**src/rtl/sr_guard_pkg.sv**
```systemverilog
package sr_guard_pkg;

    typedef enum logic [1:0] {
        MODE_SOFT  = 2'b00,
        MODE_PIN   = 2'b01,
        MODE_POWER = 2'b10,
        MODE_OTP   = 2'b11
    } prot_mode_e;

    typedef enum logic {
        WEL_CLEAR = 1'b0,
        WEL_SET   = 1'b1
    } wel_state_e;

    typedef enum logic {
        SUS_IDLE = 1'b0,
        SUS_HELD = 1'b1
    } sus_state_e;

    typedef struct packed {
        logic pwr;
        logic wrsr;
        logic wren;
        logic susp;
        logic resume;
    } strobes_t;

endpackage

```
**src/rtl/sr_guard_policy.sv**
```systemverilog
module sr_guard_policy
    import sr_guard_pkg::*;
(
    input  prot_mode_e mode_i,
    input  logic       wel_i,
    input  logic       wp_n_i,
    input  logic       quad_i,
    output logic       allow_o
);

    logic pin_high;

    always_comb begin
        pin_high = wp_n_i | quad_i;
        allow_o  = 1'b0;
        unique case (mode_i)
            MODE_SOFT:  allow_o = wel_i;
            MODE_PIN:   allow_o = wel_i & pin_high;
            MODE_POWER: allow_o = 1'b0;
            MODE_OTP:   allow_o = 1'b0;
            default:    allow_o = 1'b0;
        endcase
    end

endmodule

```
**src/rtl/sr_guard_mode_fsm.sv**
```systemverilog
module sr_guard_mode_fsm
    import sr_guard_pkg::*;
(
    input  logic       clk,
    input  logic       rst_n,
    input  logic       pwr_i,
    input  logic       accept_i,
    input  prot_mode_e new_mode_i,
    output prot_mode_e mode_o
);

    prot_mode_e state_q, state_d;

    always_ff @(posedge clk or negedge rst_n) begin
        if (!rst_n) state_q <= MODE_SOFT;
        else        state_q <= state_d;
    end

    always_comb begin
        state_d = state_q;
        unique case (state_q)
            MODE_SOFT:  if (accept_i) state_d = new_mode_i;
            MODE_PIN:   if (accept_i) state_d = new_mode_i;
            MODE_POWER: if (pwr_i)    state_d = MODE_SOFT;
            MODE_OTP:   state_d = MODE_OTP;
            default:    state_d = MODE_SOFT;
        endcase
    end

    assign mode_o = state_q;

    p_otp_sticky_r6: assert property (@(posedge clk) disable iff (!rst_n)
        state_q == MODE_OTP |=> state_q == MODE_OTP);

    p_power_unlock_r5: assert property (@(posedge clk) disable iff (!rst_n)
        (state_q == MODE_POWER && pwr_i) |=> state_q == MODE_SOFT);

    p_power_keeps_mode_r10: assert property (@(posedge clk) disable iff (!rst_n)
        (state_q != MODE_POWER && pwr_i) |=> state_q == $past(state_q));

endmodule

```
**src/rtl/sr_guard_wel_fsm.sv**
```systemverilog
module sr_guard_wel_fsm
    import sr_guard_pkg::*;
(
    input  logic clk,
    input  logic rst_n,
    input  logic set_i,
    input  logic clr_i,
    output logic wel_o
);

    wel_state_e state_q, state_d;

    always_ff @(posedge clk or negedge rst_n) begin
        if (!rst_n) state_q <= WEL_CLEAR;
        else        state_q <= state_d;
    end

    always_comb begin
        state_d = state_q;
        unique case (state_q)
            WEL_CLEAR: if (set_i && !clr_i) state_d = WEL_SET;
            WEL_SET:   if (clr_i)           state_d = WEL_CLEAR;
            default:   state_d = WEL_CLEAR;
        endcase
    end

    assign wel_o = (state_q == WEL_SET);

    p_wel_cleared_r2: assert property (@(posedge clk) disable iff (!rst_n)
        clr_i |=> state_q == WEL_CLEAR);

    p_wel_raised_r2: assert property (@(posedge clk) disable iff (!rst_n)
        (set_i && !clr_i) |=> state_q == WEL_SET);

endmodule

```
**src/rtl/sr_guard_sus_fsm.sv**
```systemverilog
module sr_guard_sus_fsm
    import sr_guard_pkg::*;
(
    input  logic clk,
    input  logic rst_n,
    input  logic set_i,
    input  logic clr_i,
    output logic sus_o
);

    sus_state_e state_q, state_d;

    always_ff @(posedge clk or negedge rst_n) begin
        if (!rst_n) state_q <= SUS_IDLE;
        else        state_q <= state_d;
    end

    always_comb begin
        state_d = state_q;
        unique case (state_q)
            SUS_IDLE: if (set_i && !clr_i) state_d = SUS_HELD;
            SUS_HELD: if (clr_i)           state_d = SUS_IDLE;
            default:  state_d = SUS_IDLE;
        endcase
    end

    assign sus_o = (state_q == SUS_HELD);

    p_sus_cleared_r8: assert property (@(posedge clk) disable iff (!rst_n)
        clr_i |=> state_q == SUS_IDLE);

    p_sus_held_r8: assert property (@(posedge clk) disable iff (!rst_n)
        (state_q == SUS_HELD && !clr_i) |=> state_q == SUS_HELD);

endmodule

```
**src/rtl/sr_guard.sv**
```systemverilog
module sr_guard
    import sr_guard_pkg::*;
#(
    parameter int WIDTH    = 16,
    parameter int WEL_POS  = 1,
    parameter int SRP0_POS = 7,
    parameter int SRP1_POS = 8,
    parameter int QE_POS   = 9,
    parameter int SUS_POS  = 15
) (
    input  logic             clk,
    input  logic             rst_n,
    input  logic             wren_i,
    input  logic             wrsr_i,
    input  logic [WIDTH-1:0] wr_data_i,
    input  logic             susp_i,
    input  logic             resume_i,
    input  logic             wp_n_i,
    input  logic             pwr_cycle_i,
    output logic [WIDTH-1:0] status_o,
    output logic             wel_o,
    output logic             io_quad_o,
    output logic             write_rejected_o
);

    localparam logic [WIDTH-1:0] ONE        = {{(WIDTH-1){1'b0}}, 1'b1};
    localparam logic [WIDTH-1:0] SPECIAL    = (ONE << WEL_POS) | (ONE << SUS_POS)
                                            | (ONE << SRP0_POS) | (ONE << SRP1_POS);
    localparam logic [WIDTH-1:0] STORE_MASK = ~SPECIAL;
    localparam logic [WIDTH-1:0] KEEP_MASK  = ~((ONE << WEL_POS) | (ONE << SUS_POS));

    strobes_t         go;
    prot_mode_e       mode;
    prot_mode_e       new_mode;
    logic             wel;
    logic             sus;
    logic             allow;
    logic             accept;
    logic [WIDTH-1:0] store_q;
    logic             rejected_q;

    // Priority resolution of same-cycle strobes
    always_comb begin
        go.pwr    = pwr_cycle_i;
        go.wrsr   = wrsr_i & ~pwr_cycle_i;
        go.wren   = wren_i & ~wrsr_i & ~pwr_cycle_i;
        go.resume = resume_i & ~pwr_cycle_i;
        go.susp   = susp_i & ~resume_i & ~pwr_cycle_i;
    end

    assign new_mode = prot_mode_e'({wr_data_i[SRP1_POS], wr_data_i[SRP0_POS]});
    assign accept   = go.wrsr & allow;

    sr_guard_policy u_policy (
        .mode_i  (mode),
        .wel_i   (wel),
        .wp_n_i  (wp_n_i),
        .quad_i  (store_q[QE_POS]),
        .allow_o (allow)
    );

    sr_guard_mode_fsm u_mode (
        .clk        (clk),
        .rst_n      (rst_n),
        .pwr_i      (go.pwr),
        .accept_i   (accept),
        .new_mode_i (new_mode),
        .mode_o     (mode)
    );

    sr_guard_wel_fsm u_wel (
        .clk   (clk),
        .rst_n (rst_n),
        .set_i (go.wren),
        .clr_i (go.wrsr | go.pwr),
        .wel_o (wel)
    );

    sr_guard_sus_fsm u_sus (
        .clk   (clk),
        .rst_n (rst_n),
        .set_i (go.susp),
        .clr_i (go.resume | go.pwr),
        .sus_o (sus)
    );

    always_ff @(posedge clk or negedge rst_n) begin
        if (!rst_n) begin
            store_q    <= '0;
            rejected_q <= 1'b0;
        end else begin
            rejected_q <= go.wrsr & ~allow;
            if (accept) store_q <= wr_data_i & STORE_MASK;
        end
    end

    always_comb begin
        status_o           = store_q;
        status_o[SRP0_POS] = mode[0];
        status_o[SRP1_POS] = mode[1];
        status_o[WEL_POS]  = wel;
        status_o[SUS_POS]  = sus;
    end

    assign wel_o            = wel;
    assign io_quad_o        = store_q[QE_POS];
    assign write_rejected_o = rejected_q;

    p_reject_keeps_r7: assert property (@(posedge clk) disable iff (!rst_n)
        write_rejected_o |-> (status_o & KEEP_MASK) == ($past(status_o) & KEEP_MASK));

    p_power_blocks_r5: assert property (@(posedge clk) disable iff (!rst_n)
        (mode == MODE_POWER && wrsr_i && !pwr_cycle_i) |=> write_rejected_o);

    p_otp_blocks_r6: assert property (@(posedge clk) disable iff (!rst_n)
        (mode == MODE_OTP && wrsr_i && !pwr_cycle_i) |=> write_rejected_o);

    p_quad_overrides_pin_r9: assert property (@(posedge clk) disable iff (!rst_n)
        (mode == MODE_PIN && io_quad_o && wel_o && wrsr_i && !pwr_cycle_i)
        |=> !write_rejected_o);

    p_write_keeps_sus_r8: assert property (@(posedge clk) disable iff (!rst_n)
        (wrsr_i && !susp_i && !resume_i && !pwr_cycle_i)
        |=> status_o[SUS_POS] == $past(status_o[SUS_POS]));

endmodule

```
**config.mk**
```make
export PLATFORM = sky130hd
export DESIGN_NAME = sr_guard
export DESIGN_NICKNAME = d
export VERILOG_FILES = /design/src/rtl/sr_guard_pkg.sv /design/src/rtl/sr_guard_policy.sv /design/src/rtl/sr_guard_mode_fsm.sv /design/src/rtl/sr_guard_wel_fsm.sv /design/src/rtl/sr_guard_sus_fsm.sv /design/src/rtl/sr_guard.sv
export SDC_FILE = /design/constraint.sdc
export NUM_CORES = 1
export LEC_CHECK = 0
export ABC_AREA = 1
export BUFFER_PORTS_ARGS = -buffer_cell sky130_fd_sc_hd__buf_2
export CAP_MARGIN = 30
export CORE_ASPECT_RATIO = 1.2
export CORE_MARGIN = 5
export CORE_UTILIZATION = 44
export DETAILED_ROUTE_END_ITERATION = 8
export PLACE_DENSITY = 0.91
export SLEW_MARGIN = 15
export SYNTH_ARGS = -nofsm -noshare
export SYNTH_HDL_FRONTEND = slang
export SYNTH_SLANG_ARGS = --single-unit
```
**constraint.sdc**
```tcl
create_clock -name clk -period 1.9 [get_ports clk]
set_input_delay 0.095 -clock clk [delete_from_list [all_inputs] [get_ports clk]]
set_output_delay 0.095 -clock clk [all_outputs]
set_load 0.05 [all_outputs]
```
==> results of run 1 <==
routing by layer:
metal / part of all wire / vias up / GRT usage
li1: - / 350 / -
met1: 0.36 / 354 / 0.159
met2: 0.56 / 24 / 0.265
met3: 0.067 / 2 / 0.0375
met4: 0.0069 / 0 / 0.0672
met5: 0 / - / 0
worst max-delay path: stages:
cell and delay (ps):
dlygate4sd3_1 540, buf_2 110, inv_1 50, nor2_4 310, nand3_4 210, nand2_1 120
nand2_1 60
cell families (layout without fill, tap and decap cells):
logic type,after synthesis,count (layout),share of synthesized area
simple gates,50,50,0.336
flops,17,17,0.549
buf+inv,13,53,0.0985
compound gates,2,2,0.0162
state kept, by name, indices dropped and copies added (netlist names), named ones only:
signal	cells
u_wel.wel_o	1
u_sus.sus_o	1
write_rejected_o	1
store_q	12
u_mode.mode_o	1
report_power, final:
group | switching, W | total (W) | internal (W)
Combinational | 0.000364 | 0.000464 | 0.000100
Sequential | 0.0000393 | 0.000466 | 0.000427
Clock | 0.000113 | 0.000194 | 0.0000815
Total | 0.000516 | 0.00112 | 0.000608
layout make-up:
class	count	area share
Sequential cell	17	0.426
Inverter	6	0.0225
Multi-Input combinational cell	52	0.273
Tap cell	18	0.0225
Timing Repair Buffer	43	0.230
Clock buffer	4	0.0263
metrics by stage:
step | worst slack, ps | instances
3_3_place_gp | 651 | 133
4_1_cts | 588 | 140
6_report | 583 | 140
5_1_grt | 458 | 140
3_5_place_dp | 610 | 133
2_1_floorplan | 488 | 82
layout by cell type (no fill, tap or decap), drive strengths merged:
cell / instances
buf: 40
nand2: 27
dfrtp: 17
nand4: 14
inv: 6
nor2: 5
clkbuf: 4
dlygate4sd3: 3
nor3: 2
nand3: 2
a21boi: 1
o21ai: 1
how the worst max path moves through the flow:
| stage | cells after the start | slack, ps | endpoint | startpoint |
|---|---|---|---|---|
| after floorplan | 6 | 490 | flop | u_wel.wel_o |
| final | 7 | 580 | store_q[13] | wrsr_i |
| after detailed placement | 5 | 610 | store_q[2] | u_wel.wel_o |
| after CTS | 5 | 590 | store_q[13] | u_wel.wel_o |
| after global placement | 4 | 650 | store_q[3] | u_mode.mode_o[1] |
| after global routing | 5 | 460 | store_q[3] | u_wel.wel_o |
what timing repair did:
action / CTS / global route
hold buffers: 3 / 0
buffers inserted: 0 / 0
hold endpoints to repair: 19 / 0
==> impl_metrics.ini, run 1 <==
[floorplan]
core_area_sq_um = 1660
die_h_um = 56.0
fp.dieW_um = 48.3
start_util = 0.466
placementRows = 16
die-area_sq_um = 2700
ios = 43

[setup_path]
cp.arrival_ps = 1500
r2r_slack_ps = 600
startpoint_type = primary input
reg2reg_from = u_mode.mode_o[1]
reg2reg_to = store_q[13]
path_max_fanout = 16
required_ps = 2080
r2r_cells = 4
crit_type = primary input to flop
cp-end-kind = flop

[yosys]
syn_nets = 106
syn_inst = 82
synth_top_flop_cell = dfrtp_1
yosys-top-cells-area = dfrtp_1, nand2_1, nand4_1
yosysMostFrequentCell = nand2_1
synth_cell_types = 15
avgSynthCellArea_sq_um = 9.45
async_flop_share = 1.00
synthTopCellsByCount = nand2_1, dfrtp_1, nand4_1, buf_4, inv_1
ys_seq_elements = 17
synth_top_area_cell = dfrtp_1
yosys_warnings = 0
synth_seq_area_share = 0.549
netlist.area_leader.share = 0.549
syn_area_sq_um = 774
synth_edf_count = 0

[placed_design]
portBuffers = 40
place_hpwl_um = 1310
place.gp.congestion = 0.700
postPlaceCellArea_sq_um = 943

[layout]
multi_input_area_sq_um = 273
diodes = 0
area_growth_pct = 29.1
fin_area_sq_um = 1000
finalNetCount = 147
register_area_sq_um = 425
fillers = 168
drive_above_1_share = 0.393
final_util = 0.602

[global_routing]
grt_usage = 0.148
antenna_found_initial = 0
grt_start_max_net_pins = 18
grt_pass1_vias = 760
grt_pass1_wl_um = 3200
grt_overflow = 0

[clocking]
cts.sinks = 17
clock_path_buffers = 2
cts_tree = done
cts.repair.resized = 0
cts_buffers = 3
clk_pin_slew_worst_paths_ps = 100
clock_latency_ps = 280
root_buffer = clkbuf_4
cts_max_level = 1

[timing]
fin_crit_sh = 0.693
max_slew_margin = 0.739
holdWs_ps = 36.6
hold_viol = 0
rsz0062_at_grt = no
period_needed_ps = 1320
drv_slew = 0
worstMarginPinSlew_ps = 391
setup_viol = 0
finClkSkew_ps = 1.43
clock.fmax_ghz = 0.760
setup_tns_ps = 0

[hold_path]
hold_class = primary input to flop
whs_path_depth = 2
whs_endpoint = u_wel.wel_o
worstHoldStart = pwr_cycle_i

[status]
outcome = finished, final reports clean

[route]
drt_iter0_markers = 11
vias = 730
drt-pass1-iter-count = 4
viasPerCell = 5.21
postRouteAntennaNets = 0
drc = 0
wl_um = 1870
wl_per_cell_um = 13.4

[flow_run]
maxCapViolCount = 0

[pwr]
vdd_ir_drop_max_v = 0.000572
power_w = 0.00112
p_leak_nw = 0.580
power-per-cell-area_nw_per_um2 = 1120
Power figures use the tool's default switching activity.
==> run 2, diff against run 1 <==
--- a/config.mk
+++ b/config.mk
@@ -10,9 +10,9 @@
 export CAP_MARGIN = 30
 export CORE_ASPECT_RATIO = 1.2
 export CORE_MARGIN = 5
-export CORE_UTILIZATION = 44
+export CORE_UTILIZATION = 42
 export DETAILED_ROUTE_END_ITERATION = 8
-export PLACE_DENSITY = 0.91
+export PLACE_DENSITY = 0.88
 export SLEW_MARGIN = 15
 export SYNTH_ARGS = -nofsm -noshare
 export SYNTH_HDL_FRONTEND = slang
==> constraint.sdc (replaced) <==
create_clock -name clk -period 1.26 [get_ports clk]
set_input_delay 0.063 -clock clk [delete_from_list [all_inputs] [get_ports clk]]
set_output_delay 0.063 -clock clk [all_outputs]
set_load 0.05 [all_outputs]
==> run 2 against run 1 <==
Sequential share of layout area fell by 1.0 points. Critical path depth unchanged. Core utilization is 2.9 points lower. Highest routed layer unchanged. Largest power group is now combinational logic.
==> impl_metrics.ini, run 2 (synthesis gave the netlist of run 1 again) <==
[status]
outcome = finished, final reports clean

[timing]
max_slew_margin = 0.753
fin_crit_sh = 0.894
worstMarginPinSlew_ps = 371
hold_viol = 0
period_needed_ps = 1130
finClkSkew_ps = 8.56
setup_tns_ps = 0
rsz0062_at_grt = no
drv_slew = 0
holdWs_ps = 5.94
clock.fmax_ghz = 0.888
setup_viol = 0

[setup_path]
path_max_fanout = 10
r2r_slack_ps = 150
cp_slowest_cell = dlygate4sd3_1
reg2reg_from = u_mode.mode_o[1]
required_ps = 1470
cp-end-kind = flop
reg2reg_to = store_q[12]
r2r_cells = 4
startpoint_type = primary input
crit_chain = dlygate4sd3_1 -> buf_2 -> inv_1 -> nor2_4 -> buf_4 -> nand4_1 -> nand2_1
crit_type = primary input to flop
critPathMaxStageDelay_ps = 530
cp.arrival_ps = 1340

[global_routing]
grt_usage = 0.133
grt_overflow = 0
grt_start_max_net_pins = 18
antenna_found_initial = 0
grt_pass1_vias = 733
grt_pass1_wl_um = 3040

[layout]
fillers = 173
register_area_sq_um = 430
drive_above_1_share = 0.444
multi_input_area_sq_um = 273
finalNetCount = 151
final_common_cell = buf_2
fin_area_sq_um = 1040
top_register = store_q
largest_reg_flops = 12
mostFrequentLayoutCells = buf_2, nand2_1, nand4_1, dfrtp_1, inv_1
final_util = 0.573
area_growth_pct = 33.8
diodes = 0

[pwr]
p_leak_nw = 0.593
vdd_ir_drop_max_v = 0.000722
power-per-cell-area_nw_per_um2 = 1630
power_w = 0.00169

[route]
wl_um = 1770
vias = 720
drc = 0
viasPerCell = 4.97
wl_per_cell_um = 12.2
drt-pass1-iter-count = 4
drt_iter0_markers = 15
postRouteAntennaNets = 0

[clocking]
clock_latency_ps = 280
cts_tree = done
clk_pin_slew_worst_paths_ps = 100
clock_path_buffers = 2
cts_max_level = 1
cts.sinks = 17
cts_buffers = 3
root_buffer = clkbuf_4

[flow_run]
maxCapViolCount = 0

[placed_design]
portBuffers = 40
postPlaceCellArea_sq_um = 980
place_hpwl_um = 1390
place.gp.congestion = 0.738

[hold_path]
whs_path_depth = 2
whs_endpoint = u_wel.wel_o
hold_class = primary input to flop
worstHoldStart = pwr_cycle_i

[floorplan]
die_h_um = 57.0
core_area_sq_um = 1810
placementRows = 17
start_util = 0.428
ios = 43
fp.dieW_um = 49.2
die-area_sq_um = 2810
==> run 2: worst max path at each step <==
stage / slack, ps / cells after the start / start / to
after global routing: 60 / 4 / u_mode.mode_o[1] / store_q[12]
after CTS: 130 / 4 / u_mode.mode_o[1] / store_q[12]
final: 130 / 7 / wrsr_i / store_q[4]
after floorplan: 10 / 6 / u_wel.wel_o / store_q[0]
after global placement: 200 / 4 / u_mode.mode_o[1] / store_q[14]
after detailed placement: 160 / 4 / u_mode.mode_o[1] / store_q[12]
==> run 2: per-stage QoR <==
| step | worst slack (ps) | std cells |
|---|---|---|
| final | 133 | 145 |
| after global routing | 56.2 | 145 |
| after CTS | 132 | 145 |
| after detailed placement | 160 | 138 |
| after global placement | 196 | 138 |
| after floorplan | 11.7 | 82 |
==> run 2: per-layer routing <==
metal  wire, um  track usage  vias up
li1           -            -      363
met1        668        0.147      326
met2        960        0.241       27
met3        109       0.0183        4
met4         29       0.0731        0
met5          0            0        -
==> run 2: power breakdown <==
part           total (W)  internal [W]  leakage, nW  switching, W
sequential      0.000702      0.000647        0.213     0.0000551
combinational   0.000717      0.000165        0.365      0.000552
clock           0.000272      0.000122       0.0150      0.000149
==> run 2: cell type report <==
| cell class | count | area share |
|---|---|---|
| clock buffer | 4 | 0.0254 |
| inverter | 6 | 0.0217 |
| multi-input combinational | 52 | 0.263 |
| sequential | 17 | 0.415 |
| tap | 19 | 0.0229 |
| timing repair buffer | 47 | 0.251 |
==> run 2: timing repair <==
action / CTS / global route
resized for setup: 0 / 0
hold buffers: 3 / 0
setup buffers: 0 / 0
endpoints found under the hold margin: 19 / 0
==> run 2: worst max-delay path, delay by kind of cell <==
family / cells / cell delay [ps]
buf+inv: 4 / 910
simple gates: 3 / 360
